==> src/rtl/pwrseq_pkg.sv <==
package pwrseq_pkg;

  localparam int REG_W = 16;
  localparam logic [3:0] DEV_TYPE_RC = 4'h4;

  typedef enum logic [4:0] {
    S_IDLE, S_PERST_LO, S_PWR_ON, S_HOLD, S_POR_REL, S_AUX_ON, S_LT_HOLD,
    S_AUX_REL, S_SEL, S_SETTLE, S_LANE_GO, S_LANE_WAIT, S_AUX_OFF,
    S_UNHOLD, S_AUX_ON2, S_DEVTYPE, S_LT_EN, S_DONE, S_ERR
  } seq_state_t;

  typedef enum logic [1:0] {W_IDLE, W_REQ, W_REL, W_FAIL} wr_state_t;

  // Lane register address: base plus a per-lane stride.
  function automatic logic [REG_W-1:0] lane_addr(input int lane);
    return 16'h1008 + REG_W'(lane) * 16'h0100;
  endfunction

  // Lane configuration word, assembled bit by bit.
  function automatic logic [REG_W-1:0] lane_cfg_word();
    logic [REG_W-1:0] w;
    w = '0;
    w[0]  = 1'b1; // clock/data recovery tracking
    w[5]  = 1'b1; // loss-of-signal threshold
    w[9]  = 1'b1; // termination enable
    w[10] = 1'b1; // AC/DC termination
    w[11] = 1'b1; // lane enable
    return w;
  endfunction

  // Link is up when the up bit is set and training is not in progress.
  function automatic logic link_ok(input logic [31:0] dbg);
    logic [31:0] mask;
    mask = (32'd1 << 4) | (32'd1 << 29);
    return (dbg & mask) == (32'd1 << 4);
  endfunction

endpackage

==> src/rtl/tick_cnt.sv <==
module tick_cnt #(
  parameter int CNT_W = 16
) (
  input  logic             clk,
  input  logic             rst_n,
  input  logic             clr_i,
  input  logic             tick_i,
  input  logic [CNT_W-1:0] limit_i,
  output logic             hit_o
);
  logic [CNT_W-1:0] cnt_q;

  always_ff @(posedge clk or negedge rst_n) begin
    if (!rst_n)                cnt_q <= '0;
    else if (clr_i)            cnt_q <= '0;
    else if (tick_i && !hit_o) cnt_q <= cnt_q + 1'b1;
  end

  assign hit_o = (cnt_q >= limit_i);

  AST_CNT_BOUND: assert property (@(posedge clk) disable iff (!rst_n)
    (!clr_i && $stable(limit_i) && $past(!clr_i)) |-> (cnt_q <= limit_i));
endmodule

==> src/rtl/lane_writer.sv <==
module lane_writer import pwrseq_pkg::*; #(
  parameter int CNT_W = 16
) (
  input  logic             clk,
  input  logic             rst_n,
  input  logic             go_i,
  input  logic             ack_i,
  input  logic             tick_i,
  input  logic [CNT_W-1:0] limit_i,
  output logic             req_o,
  output logic             done_o,
  output logic             err_o
);
  wr_state_t st_q;
  logic      req_q;
  logic      t_clr, t_hit;

  assign t_clr = (st_q == W_IDLE) || (st_q == W_REQ && ack_i);

  tick_cnt #(.CNT_W(CNT_W)) u_to (
    .clk(clk), .rst_n(rst_n), .clr_i(t_clr), .tick_i(tick_i),
    .limit_i(limit_i), .hit_o(t_hit)
  );

  assign done_o = (st_q == W_REL) && !ack_i;
  assign err_o  = t_hit && ((st_q == W_REQ && !ack_i) || (st_q == W_REL && ack_i));

  always_ff @(posedge clk or negedge rst_n) begin
    if (!rst_n) begin
      st_q  <= W_IDLE;
      req_q <= 1'b0;
    end else begin
      unique case (st_q)
        W_IDLE: if (go_i) begin st_q <= W_REQ; req_q <= 1'b1; end
        W_REQ: begin
          if (ack_i) begin st_q <= W_REL; req_q <= 1'b0; end
          else if (err_o) st_q <= W_FAIL;
        end
        W_REL: begin
          if (!ack_i) st_q <= W_IDLE;
          else if (err_o) st_q <= W_FAIL;
        end
        default: st_q <= W_FAIL;
      endcase
    end
  end

  assign req_o = req_q;

  AST_REQ_HELD: assert property (@(posedge clk) disable iff (!rst_n)
    (req_o && !ack_i) |=> req_o);
  AST_NO_REQ_ON_ACK: assert property (@(posedge clk) disable iff (!rst_n)
    $rose(req_o) |-> !$past(ack_i));
endmodule

==> src/rtl/pcie_rp_pwrseq.sv <==
module pcie_rp_pwrseq import pwrseq_pkg::*; #(
  parameter int NUM_PHY       = 2,
  parameter int LANES_PER_PHY = 4,
  parameter int CNT_W         = 16,
  parameter int HOLD_TICKS    = 100,
  parameter int SETTLE_TICKS  = 1,
  parameter int ACK_TICKS     = 10,
  localparam int TOTAL_WR     = NUM_PHY * LANES_PER_PHY,
  localparam int IDX_W        = (TOTAL_WR > 1) ? $clog2(TOTAL_WR) : 1,
  localparam int PHY_W        = (NUM_PHY > 1) ? $clog2(NUM_PHY) : 1
) (
  input  logic               clk,
  input  logic               rst_n,
  input  logic               start_i,
  input  logic               tick_i,
  input  logic               phy_ack_i,
  input  logic [31:0]        link_dbg_i,
  output logic               core_por_n_o,
  output logic               perst_n_o,
  output logic               slot_pwr_en_o,
  output logic               aux_clk_en_o,
  output logic               aux_rst_o,
  output logic               ltssm_hold_o,
  output logic [NUM_PHY-1:0] phy_cr_sel_o,
  output logic               phy_req_o,
  output logic [PHY_W-1:0]   phy_idx_o,
  output logic [REG_W-1:0]   phy_addr_o,
  output logic [REG_W-1:0]   phy_wdata_o,
  output logic [3:0]         dev_type_o,
  output logic               ltssm_en_o,
  output logic               link_up_o,
  output logic               done_o,
  output logic               err_o
);
  seq_state_t       st_q;
  logic [IDX_W-1:0] idx_q;
  logic             dly_clr, dly_hit, wr_go, wr_done, wr_err, last_wr;
  logic [CNT_W-1:0] dly_lim;

  // Named internal events
  assign dly_clr = !(st_q == S_HOLD || st_q == S_SETTLE);
  assign dly_lim = (st_q == S_HOLD) ? CNT_W'(HOLD_TICKS) : CNT_W'(SETTLE_TICKS);
  assign wr_go   = (st_q == S_LANE_GO);
  assign last_wr = (idx_q == IDX_W'(TOTAL_WR - 1));

  tick_cnt #(.CNT_W(CNT_W)) u_delay (
    .clk(clk), .rst_n(rst_n), .clr_i(dly_clr), .tick_i(tick_i),
    .limit_i(dly_lim), .hit_o(dly_hit)
  );

  lane_writer #(.CNT_W(CNT_W)) u_wr (
    .clk(clk), .rst_n(rst_n), .go_i(wr_go), .ack_i(phy_ack_i),
    .tick_i(tick_i), .limit_i(CNT_W'(ACK_TICKS)),
    .req_o(phy_req_o), .done_o(wr_done), .err_o(wr_err)
  );

  assign phy_idx_o   = PHY_W'(int'(idx_q) / LANES_PER_PHY);
  assign phy_addr_o  = lane_addr(int'(idx_q) % LANES_PER_PHY);
  assign phy_wdata_o = lane_cfg_word();
  assign link_up_o   = link_ok(link_dbg_i);

  always_ff @(posedge clk or negedge rst_n) begin
    if (!rst_n) begin
      st_q          <= S_IDLE;
      idx_q         <= '0;
      core_por_n_o  <= 1'b1;
      perst_n_o     <= 1'b1;
      slot_pwr_en_o <= 1'b0;
      aux_clk_en_o  <= 1'b0;
      aux_rst_o     <= 1'b1;
      ltssm_hold_o  <= 1'b0;
      phy_cr_sel_o  <= '0;
      dev_type_o    <= '0;
      ltssm_en_o    <= 1'b0;
      done_o        <= 1'b0;
      err_o         <= 1'b0;
    end else begin
      unique case (st_q)
        S_IDLE:     if (start_i) begin core_por_n_o <= 1'b0; st_q <= S_PERST_LO; end
        S_PERST_LO: begin perst_n_o <= 1'b0;     st_q <= S_PWR_ON;   end
        S_PWR_ON:   begin slot_pwr_en_o <= 1'b1; st_q <= S_HOLD;     end
        S_HOLD:     if (dly_hit) begin perst_n_o <= 1'b1; st_q <= S_POR_REL; end
        S_POR_REL:  begin core_por_n_o <= 1'b1;  st_q <= S_AUX_ON;   end
        S_AUX_ON:   begin aux_clk_en_o <= 1'b1;  st_q <= S_LT_HOLD;  end
        S_LT_HOLD:  begin ltssm_hold_o <= 1'b1;  st_q <= S_AUX_REL;  end
        S_AUX_REL:  begin aux_rst_o <= 1'b0;     st_q <= S_SEL;      end
        S_SEL:      begin phy_cr_sel_o <= '1;    st_q <= S_SETTLE;   end
        S_SETTLE:   if (dly_hit) st_q <= S_LANE_GO;
        S_LANE_GO:  st_q <= S_LANE_WAIT;
        S_LANE_WAIT: begin
          if (wr_err) begin
            err_o <= 1'b1;
            st_q  <= S_ERR;
          end else if (wr_done) begin
            if (last_wr) st_q <= S_AUX_OFF;
            else begin idx_q <= idx_q + 1'b1; st_q <= S_LANE_GO; end
          end
        end
        S_AUX_OFF:  begin aux_clk_en_o <= 1'b0;  st_q <= S_UNHOLD;   end
        S_UNHOLD:   begin ltssm_hold_o <= 1'b0;  st_q <= S_AUX_ON2;  end
        S_AUX_ON2:  begin aux_clk_en_o <= 1'b1;  st_q <= S_DEVTYPE;  end
        S_DEVTYPE:  begin dev_type_o <= DEV_TYPE_RC; st_q <= S_LT_EN; end
        S_LT_EN:    begin ltssm_en_o <= 1'b1;    st_q <= S_DONE;     end
        S_DONE:     done_o <= 1'b1;
        default:    st_q <= S_ERR;
      endcase
    end
  end

  AST_PERST_UNDER_POR: assert property (@(posedge clk) disable iff (!rst_n)
    !perst_n_o |-> !core_por_n_o);
  AST_WRITE_WINDOW: assert property (@(posedge clk) disable iff (!rst_n)
    phy_req_o |-> (ltssm_hold_o && aux_clk_en_o && !aux_rst_o && (&phy_cr_sel_o)));
  AST_DONE_STATE: assert property (@(posedge clk) disable iff (!rst_n)
    done_o |-> (ltssm_en_o && dev_type_o == DEV_TYPE_RC && !ltssm_hold_o && aux_clk_en_o));
  AST_DONE_ERR_EXCL: assert property (@(posedge clk) disable iff (!rst_n)
    !(done_o && err_o));
  AST_FROZEN_ON_ERR: assert property (@(posedge clk) disable iff (!rst_n)
    err_o |=> (err_o && $stable({core_por_n_o, perst_n_o, slot_pwr_en_o, aux_clk_en_o,
                aux_rst_o, ltssm_hold_o, phy_cr_sel_o, phy_req_o, dev_type_o, ltssm_en_o})));
endmodule

==> config.mk <==
export PLATFORM = sky130hd
export DESIGN_NAME = pcie_rp_pwrseq
export DESIGN_NICKNAME = d
export VERILOG_FILES = /design/src/rtl/pwrseq_pkg.sv /design/src/rtl/tick_cnt.sv /design/src/rtl/lane_writer.sv /design/src/rtl/pcie_rp_pwrseq.sv
export SDC_FILE = /design/constraint.sdc
export NUM_CORES = 1
export LEC_CHECK = 0
export BUFFER_PORTS_ARGS = -buffer_cell sky130_fd_sc_hd__buf_2
export CAP_MARGIN = 20
export CORE_MARGIN = 4
export CORE_UTILIZATION = 50
export DETAILED_ROUTE_END_ITERATION = 10
export PLACE_DENSITY = 0.72
export SLEW_MARGIN = 10
export SYNTH_ARGS = -nofsm -noshare
export SYNTH_HDL_FRONTEND = slang
export SYNTH_HIERARCHICAL = 1
export SYNTH_SLANG_ARGS = --single-unit
==> constraint.sdc <==
create_clock -name clk -period 6.05 [get_ports clk]
set_input_delay 0.605 -clock clk [delete_from_list [all_inputs] [get_ports clk]]
set_output_delay 0.605 -clock clk [all_outputs]
set_load 0.05 [all_outputs]
==> results.md, run 1 <==
* Root Buffer: clkbuf_8
* DRC Markers at 0
* Fmax at 275 MHz
* First DRT Iteration DRCs at 170
* Unrepaired setup endpoints after global routing: false
* Slowest stage delay, CP at 630 ps
* Number of antenna violations at the first check in global routing at 0
* Global-route wire length before repair at 13300 um
* DP Wirelength at 5690 um
* Max Root-Sink Buffers at 2
* Layout area overhead at 4.40%
* Sequential fraction of the synthesis area at 0.331
* Setup CP Type: reg -> reg
* CTS tree: done
* XOR/XNOR share of the synthesized area at 0.00855
* Setup total negative slack at 0 ps
* Reg2reg end: st_q[2]
* Worst-skew pair later-pin latency at 310 ps
* Die area at 0.00970 sq mm
* Crit path max fanout at 22
* Hold crit path type: in -> async
* Leak Pwr at 1.84 nW
* Avg Cell Area, Syn at 9.00 sq um
* DR vias/cell at 5.38
* Worst Tran Pin Value at 692 ps
* Post-synth EDFFs at 0
* Slowest CP cell: dfrtp_1
* Number of gates resized after CTS at 0
* Post-layout util at 0.545
* DRT antenna net count at 0
* Worst-path cell chain: nor3_1, nand2_1, inv_1, inv_1, ha_1, o21a_1, o21ai_0, o221a_2, o211ai_2, nor4b_1, a211oi_1, o32a_1, nor4b_2
* Routed len/inst at 12.7 um
* Unique masters post-synth at 61
* Setup violators final at 0
* Tot GR Track Use at 0.159
* Worst path required time at 6260 ps
* Pre-Repair DR Iteration Count at 4
* Crit share post-route at 0.600
* IO Count at 87
* Fraction of layout cells with a size suffix above 1 at 0.119
* Power density over the cells at 152 mW/mm^2
* Postcts setup bufs at 0
* Maximum vdd drop at 0.120 mV
* Post-synthesis compound-gate area fraction at 0.200
* Number of synthesized register bits at 54
* Via Count at 3220
* Pre-CTS setup slack at 2430 ps
* H-tree Lvls at 2
* Post-CTS Hold Fix Bufs at 0
* Total wire length at 7570 um
* Final Wtd Congestion at 0.799
* Synthesis Warnings at 6
* Worst Slack Setup Final at 2420 ps
* # clock sinks at 54
* CORE AREA at 0.00785 sq mm
* Mapped cell area at 0.00410 sq mm
* Mux share of post-synthesis cell area at 0.0122
* Synth Area in Adders at 0.110
* Initial core utilization at 0.522
* Worst setup path start: st_q[3]
* Design Power at 0.648 mW
* Largest net degree at the start of global routing at 55
* CP Launch Type: flop
* Clock transition at path regs at 90 ps
* Vias in the first global route at 3045
* IO buf count at 23
* Async S/R FF share, synth at 1.00
* ANT cells at 0
* Final clock skew at 10.7 ps
* Crit end category: flop
* Largest family of logic cells by synthesized area: compound AO/OA/AOI/OAI gates
* Simple-gate portion of the synthesized area at 0.199
* FF-to-FF path depth at 13
* DIE HEIGHT at 98.5 um
* CP arrival at 3840 ps
* Min Tclk post-route at 3630 ps
* Syn Inst Count at 455
* Worst Setup EP: st_q[2]
* Crit-path most repeated cell: inv_1
* Reg2Reg Launch Point: st_q[3]
* Max-cap viol count at 0
* Layout net count at 568
* Max_slew headroom at 0.537
* Overflow after GRT at 0
* Status: finished clean
* Final number of max-transition violations at 0
* FP Rows at 32
* Primary FF master, synth: dfrtp_1
* CTS Buf Count at 5
* Die W at 98.5 um
* Fin. Hold Viols at 0
* Register-to-Register Setup Slack at 2420 ps
[cells by family (layout without fill, tap and decap cells)]
kind of cell | count (synthesis) | after routing
other cells | 2 | 61
simple gates | 134 | 134
mux | 4 | 4
buf+inv | 100 | 82
fa+ha+maj | 36 | 36
xor+xnor | 4 | 4
compound gates | 121 | 121
flops | 54 | 54
[layer usage]
layer / wire (um) / global-route usage
met5: 0 / 0
met4: 108 / 0.0494
met3: 288 / 0.0226
met2: 3650 / 0.275
met1: 3520 / 0.207
[sequential cells by signal (all words and copies together), names as in the netlist]
name and cells:
dev_type_o 1, phy_cr_sel_o 1, u_delay/cnt_q 16, aux_rst_o 1
u_wr/u_to/cnt_q 16, ltssm_en_o 1, err_o 1, perst_n_o 1
slot_pwr_en_o 1, core_por_n_o 1, aux_clk_en_o 1, u_wr/st_q 2
u_wr/req_o 1, done_o 1, ltssm_hold_o 1, idx_q 3
st_q 5
[cell usage in the layout, fill, tap and decap left out, types with 20 or more instances in the layout]
master	n
conb_1	61
o21ai_0	24
inv_1	47
ha_1	36
buf_2	23
nand2_1	20
dfrtp_1	51
a21oi_1	45
nor2_1	24
[stage by stage]
stage / std cells / cell area, sq um / hold slack [ps]
floorplan: 514 / 4320 / 309
global placement: 590 / 4200 / 440
detailed placement: 590 / 4200 / 445
CTS: 598 / 4280 / 439
global route: 598 / 4280 / 459
finish: 598 / 4280 / 407
[worst min path at each step]
| stage | endpoint | slack [ps] |
|---|---|---|
| after floorplan | aux_clk_en_o | 310 |
| after global placement | err_o | 440 |
| after detailed placement | ltssm_en_o | 450 |
| after CTS | err_o | 440 |
| after global routing | aux_clk_en_o | 460 |
| final | aux_clk_en_o | 410 |
[cell type report]
| type | count | area [sq um] |
|---|---|---|
| timing repair buffer | 25 | 130 |
| multi-input combinational | 360 | 2400 |
| sequential | 54 | 1360 |
| inverter | 49 | 184 |
| clock buffer | 8 | 80.1 |
| tap | 102 | 128 |
| fill | 737 | 3570 |
[worst max-delay path: cells and delay by family, from the launching register on]
family	cells	cell delay [ps]
AO/OA/AOI/OAI	6	1520
AND/OR/NAND/NOR	4	950
flip-flops	1	630
adder cells (fa/ha/maj)	1	270
buffers and inverters	2	180
[report_power, final]
part | switching (mW) | internal, mW | total, mW
clock network | 0.112 | 0.0826 | 0.195
registers | 0.000657 | 0.362 | 0.363
logic | 0.0762 | 0.0140 | 0.0902
total | 0.189 | 0.459 | 0.648
[Yosys cell counts, types with 5 or more instances]
cell type	count	area [sq um]
nand4_1	8	50.1
dfrtp_1	51	1280
o31ai_1	12	90.1
or4_1	12	90.1
inv_1	47	176
o21ai_1	7	35.0
buf_4	36	270
nand3_1	17	85.1
o21ai_0	24	120
or3_1	17	106
ha_1	36	450
nand2_1	20	75.1
a21oi_1	45	225
nor2_1	24	90.1
nor3_1	6	30.0
nor2b_1	5	31.3
Note: power is estimated with default switching activity, not from simulation.
==> run 2: changes to the inputs <==
Settings changed: ABC_AREA set to 1, PLACE_DENSITY 0.72 to 0.74.
Clock period 6.05 ns to 3 ns, I/O delays scaled along.
==> run 2 against run 1 <==
Compared with the run above:
- register-to-register slack worse by 2000 ps
- via count up 18%
- synthesized cell count up 35%
- total power up 100%
- critical path type unchanged
- largest cell class unchanged
==> results.md, run 2 <==
* Status: finished clean
* Final Wtd Congestion at 0.870
* DP Wirelength at 6670 um
* # clock sinks at 54
* First DRT Iteration DRCs at 203
* Max Root-Sink Buffers at 2
* Primary FF master, synth: dfrtp_1
* Via Count at 3799
* Worst Tran Pin Value at 718 ps
* ANT cells at 0
* Setup CP Type: reg -> reg
* Reg2Reg Launch Point: st_q[3]
* Mapped cell area at 0.00439 sq mm
* Hold WS at 121 ps
* IO buf count at 23
* Overflow after GRT at 0
* Number of gates resized after CTS at 0
* Power density over the cells at 284 mW/mm^2
* Synthesis Warnings at 6
* Setup total negative slack at 0 ps
* Fmax at 393 MHz
* Worst path required time at 3250 ps
* Global-route wire length before repair at 15500 um
* Number of antenna violations at the first check in global routing at 0
* Final clock skew at 8.22 ps
* Routed len/inst at 11.5 um
* CP Launch Type: flop
* H-tree Lvls at 2
* Crit share post-route at 0.849
* Fraction of layout cells with a size suffix above 1 at 0.124
* Post-CTS Hold Fix Bufs at 0
* IO Count at 87
* Most common cell after layout, fill and taps aside: nand2_1
* Most area-consuming cells after synthesis: dfrtp_1 (29%), nand2_1 (13%), ha_1 (10%), inv_1 (7.7%), buf_4 (5.8%)
* Avg Cell Area, Syn at 7.18 sq um
* Crit end category: flop
* Pre-CTS setup slack at 475 ps
* Post-synth EDFFs at 0
* Clock transition at path regs at 100 ps
* Max-cap viol count at 0
* Unique masters post-synth at 44
* Root Buffer: clkbuf_8
* Postcts setup bufs at 0
* Worst-path cell chain: nor2_2, inv_2, nor2_4, inv_1, ha_1, nand2_1, nor2_1, nor2_1, nand2_1, nand2_1, nand2_1, nand2_1, nand3_4, nand2_4, nand2_1, nand2_1
* Number of synthesized register bits at 54
* Most used cells in the layout excluding fill and tap cells: nand2_1 (150), inv_1 (90), conb_1 (61), nor2_1 (59), dfrtp_1 (51)
* Worst setup path start: st_q[3]
* Die area at 0.0104 sq mm
* Maximum vdd drop at 0.184 mV
* Worst-skew pair later-pin latency at 300 ps
* Initial core utilization at 0.524
* DR vias/cell at 4.95
* Unrepaired setup endpoints after global routing: false
* Setup violators final at 0
* CORE AREA at 0.00838 sq mm
* Synth top cells by count: nand2_1 (150), inv_1 (90), nor2_1 (59), dfrtp_1 (51), nand3_1 (41)
* Min Tclk post-route at 2550 ps
* Pre-Repair DR Iteration Count at 5
* Filler Cell Count at 792
* Layout net count at 734
* Final number of max-transition violations at 0
* Synth area leader: dfrtp_1
* Crit path max fanout at 17
* Sequential fraction of the synthesis area at 0.308
* Design Power at 1.32 mW
* Max_slew headroom at 0.521
* Syn Inst Count at 612
* CTS tree: done
* Top-count cell post-synth: nand2_1
* Tot GR Track Use at 0.181
* Regs by FF count: u_delay/cnt_q (16), u_wr/u_to/cnt_q (16), st_q (5)
* Total wire length at 8800 um
* Yosys top cell area share at 0.291
* Register-to-Register Setup Slack at 450 ps
* Slowest stage delay, CP at 480 ps
* Crit-path most repeated cell: nand2_1
* Fin. Hold Viols at 0
* Die W at 102 um
* CTS Buf Count at 5
* DRT antenna net count at 0
* Reg2reg end: u_delay/cnt_q[8]
* Worst Slack Setup Final at 454 ps
* Largest net degree at the start of global routing at 55
* Slowest CP cell: dfrtp_1
* Post-layout util at 0.555
* Leak Pwr at 2.46 nW
* DRC Markers at 0
* Worst Setup EP: u_delay/cnt_q[8]
* FP Rows at 33
* CP arrival at 2800 ps
* Hold crit path type: in -> async
* DIE HEIGHT at 102 um
* Async S/R FF share, synth at 1.00
* FF-to-FF path depth at 16
* Layout area overhead at 5.81%
* Vias in the first global route at 3613
-- run 2: cell types whose count changed in the layout (fill, tap and decap cells not counted), moves of 6 or more --
cell / before / now
xor2_1: 0 / 6
nor2_1: 24 / 59
inv_1: 47 / 90
o31ai_1: 12 / 0
a21oi_1: 45 / 24
nand3_1: 17 / 41
nand2_2: 0 / 8
or4_1: 12 / 0
nor2_2: 0 / 9
nor3_1: 6 / 18
o21ai_0: 24 / 11
or3_1: 17 / 0
nand2_1: 20 / 150
-- run 2: stage by stage --
stage | cell area, sq um | instances
final | 4650 | 767
after global routing | 4650 | 767
after CTS | 4650 | 767
after detailed placement | 4550 | 759
after global placement | 4550 | 759
after floorplan | 4610 | 671
-- run 2: cell type report --
cell class / instances / area [sq um] / area share
inverters: 97 / 364 / 0.0783
clock buffers: 6 / 82.6 / 0.0178
repair buffers: 27 / 145 / 0.0312
well taps: 105 / 131 / 0.0283
multi-input cells: 476 / 2560 / 0.550
clock inverters: 2 / 12.5 / 0.00269
flip-flops and latches: 54 / 1360 / 0.292
-- run 2: worst min-delay path by stage --
stage / startpoint / to / slack [ps] / cells after the start
after floorplan: rst_n / aux_clk_en_o / 4 / 0
after global placement: aux_rst_o / aux_rst_o / 430 / 2
after detailed placement: aux_rst_o / aux_rst_o / 450 / 2
after CTS: rst_n / err_o / 150 / 2
after global routing: rst_n / u_delay/cnt_q[5] / 190 / 2
final: rst_n / u_wr/u_to/cnt_q[3] / 120 / 2
-- run 2: worst max-delay path, delay by kind of cell (launching register included) --
kind,cells,cell delay (ps)
flops,1,480
buf+inv,2,160
fa+ha+maj,1,290
simple gates,13,1530
-- run 2: power by group --
part	switching, mW	internal (mW)	total (mW)
registers	0	0.728	0.728
logic	0.144	0.0206	0.165
clock network	0.243	0.186	0.429
total	0.387	0.934	1.32
-- run 2: kinds of logic after synthesis --
| logic type | count (synthesis) | share of synthesized area |
|---|---|---|
| xor gates and xnor gates | 9 | 0.0179 |
| DFF | 54 | 0.308 |
| AOI/OAI and AO/OA | 56 | 0.0760 |
| other | 2 | 0.00171 |
| buffers and inverters | 141 | 0.160 |
| adders and majority gates | 36 | 0.103 |
| and+or+nand+nor | 314 | 0.334 |
-- run 2: metal layers --
metal  global-route usage  vias up  wire length (um)  part of all wire
li1                     -     1944                 -                 -
met1                0.226     1746              3850              0.44
met2                0.327       98              4400              0.50
met3               0.0200       11               439             0.050
met4               0.0532        0               116             0.013
met5                    0        -                 0                 0
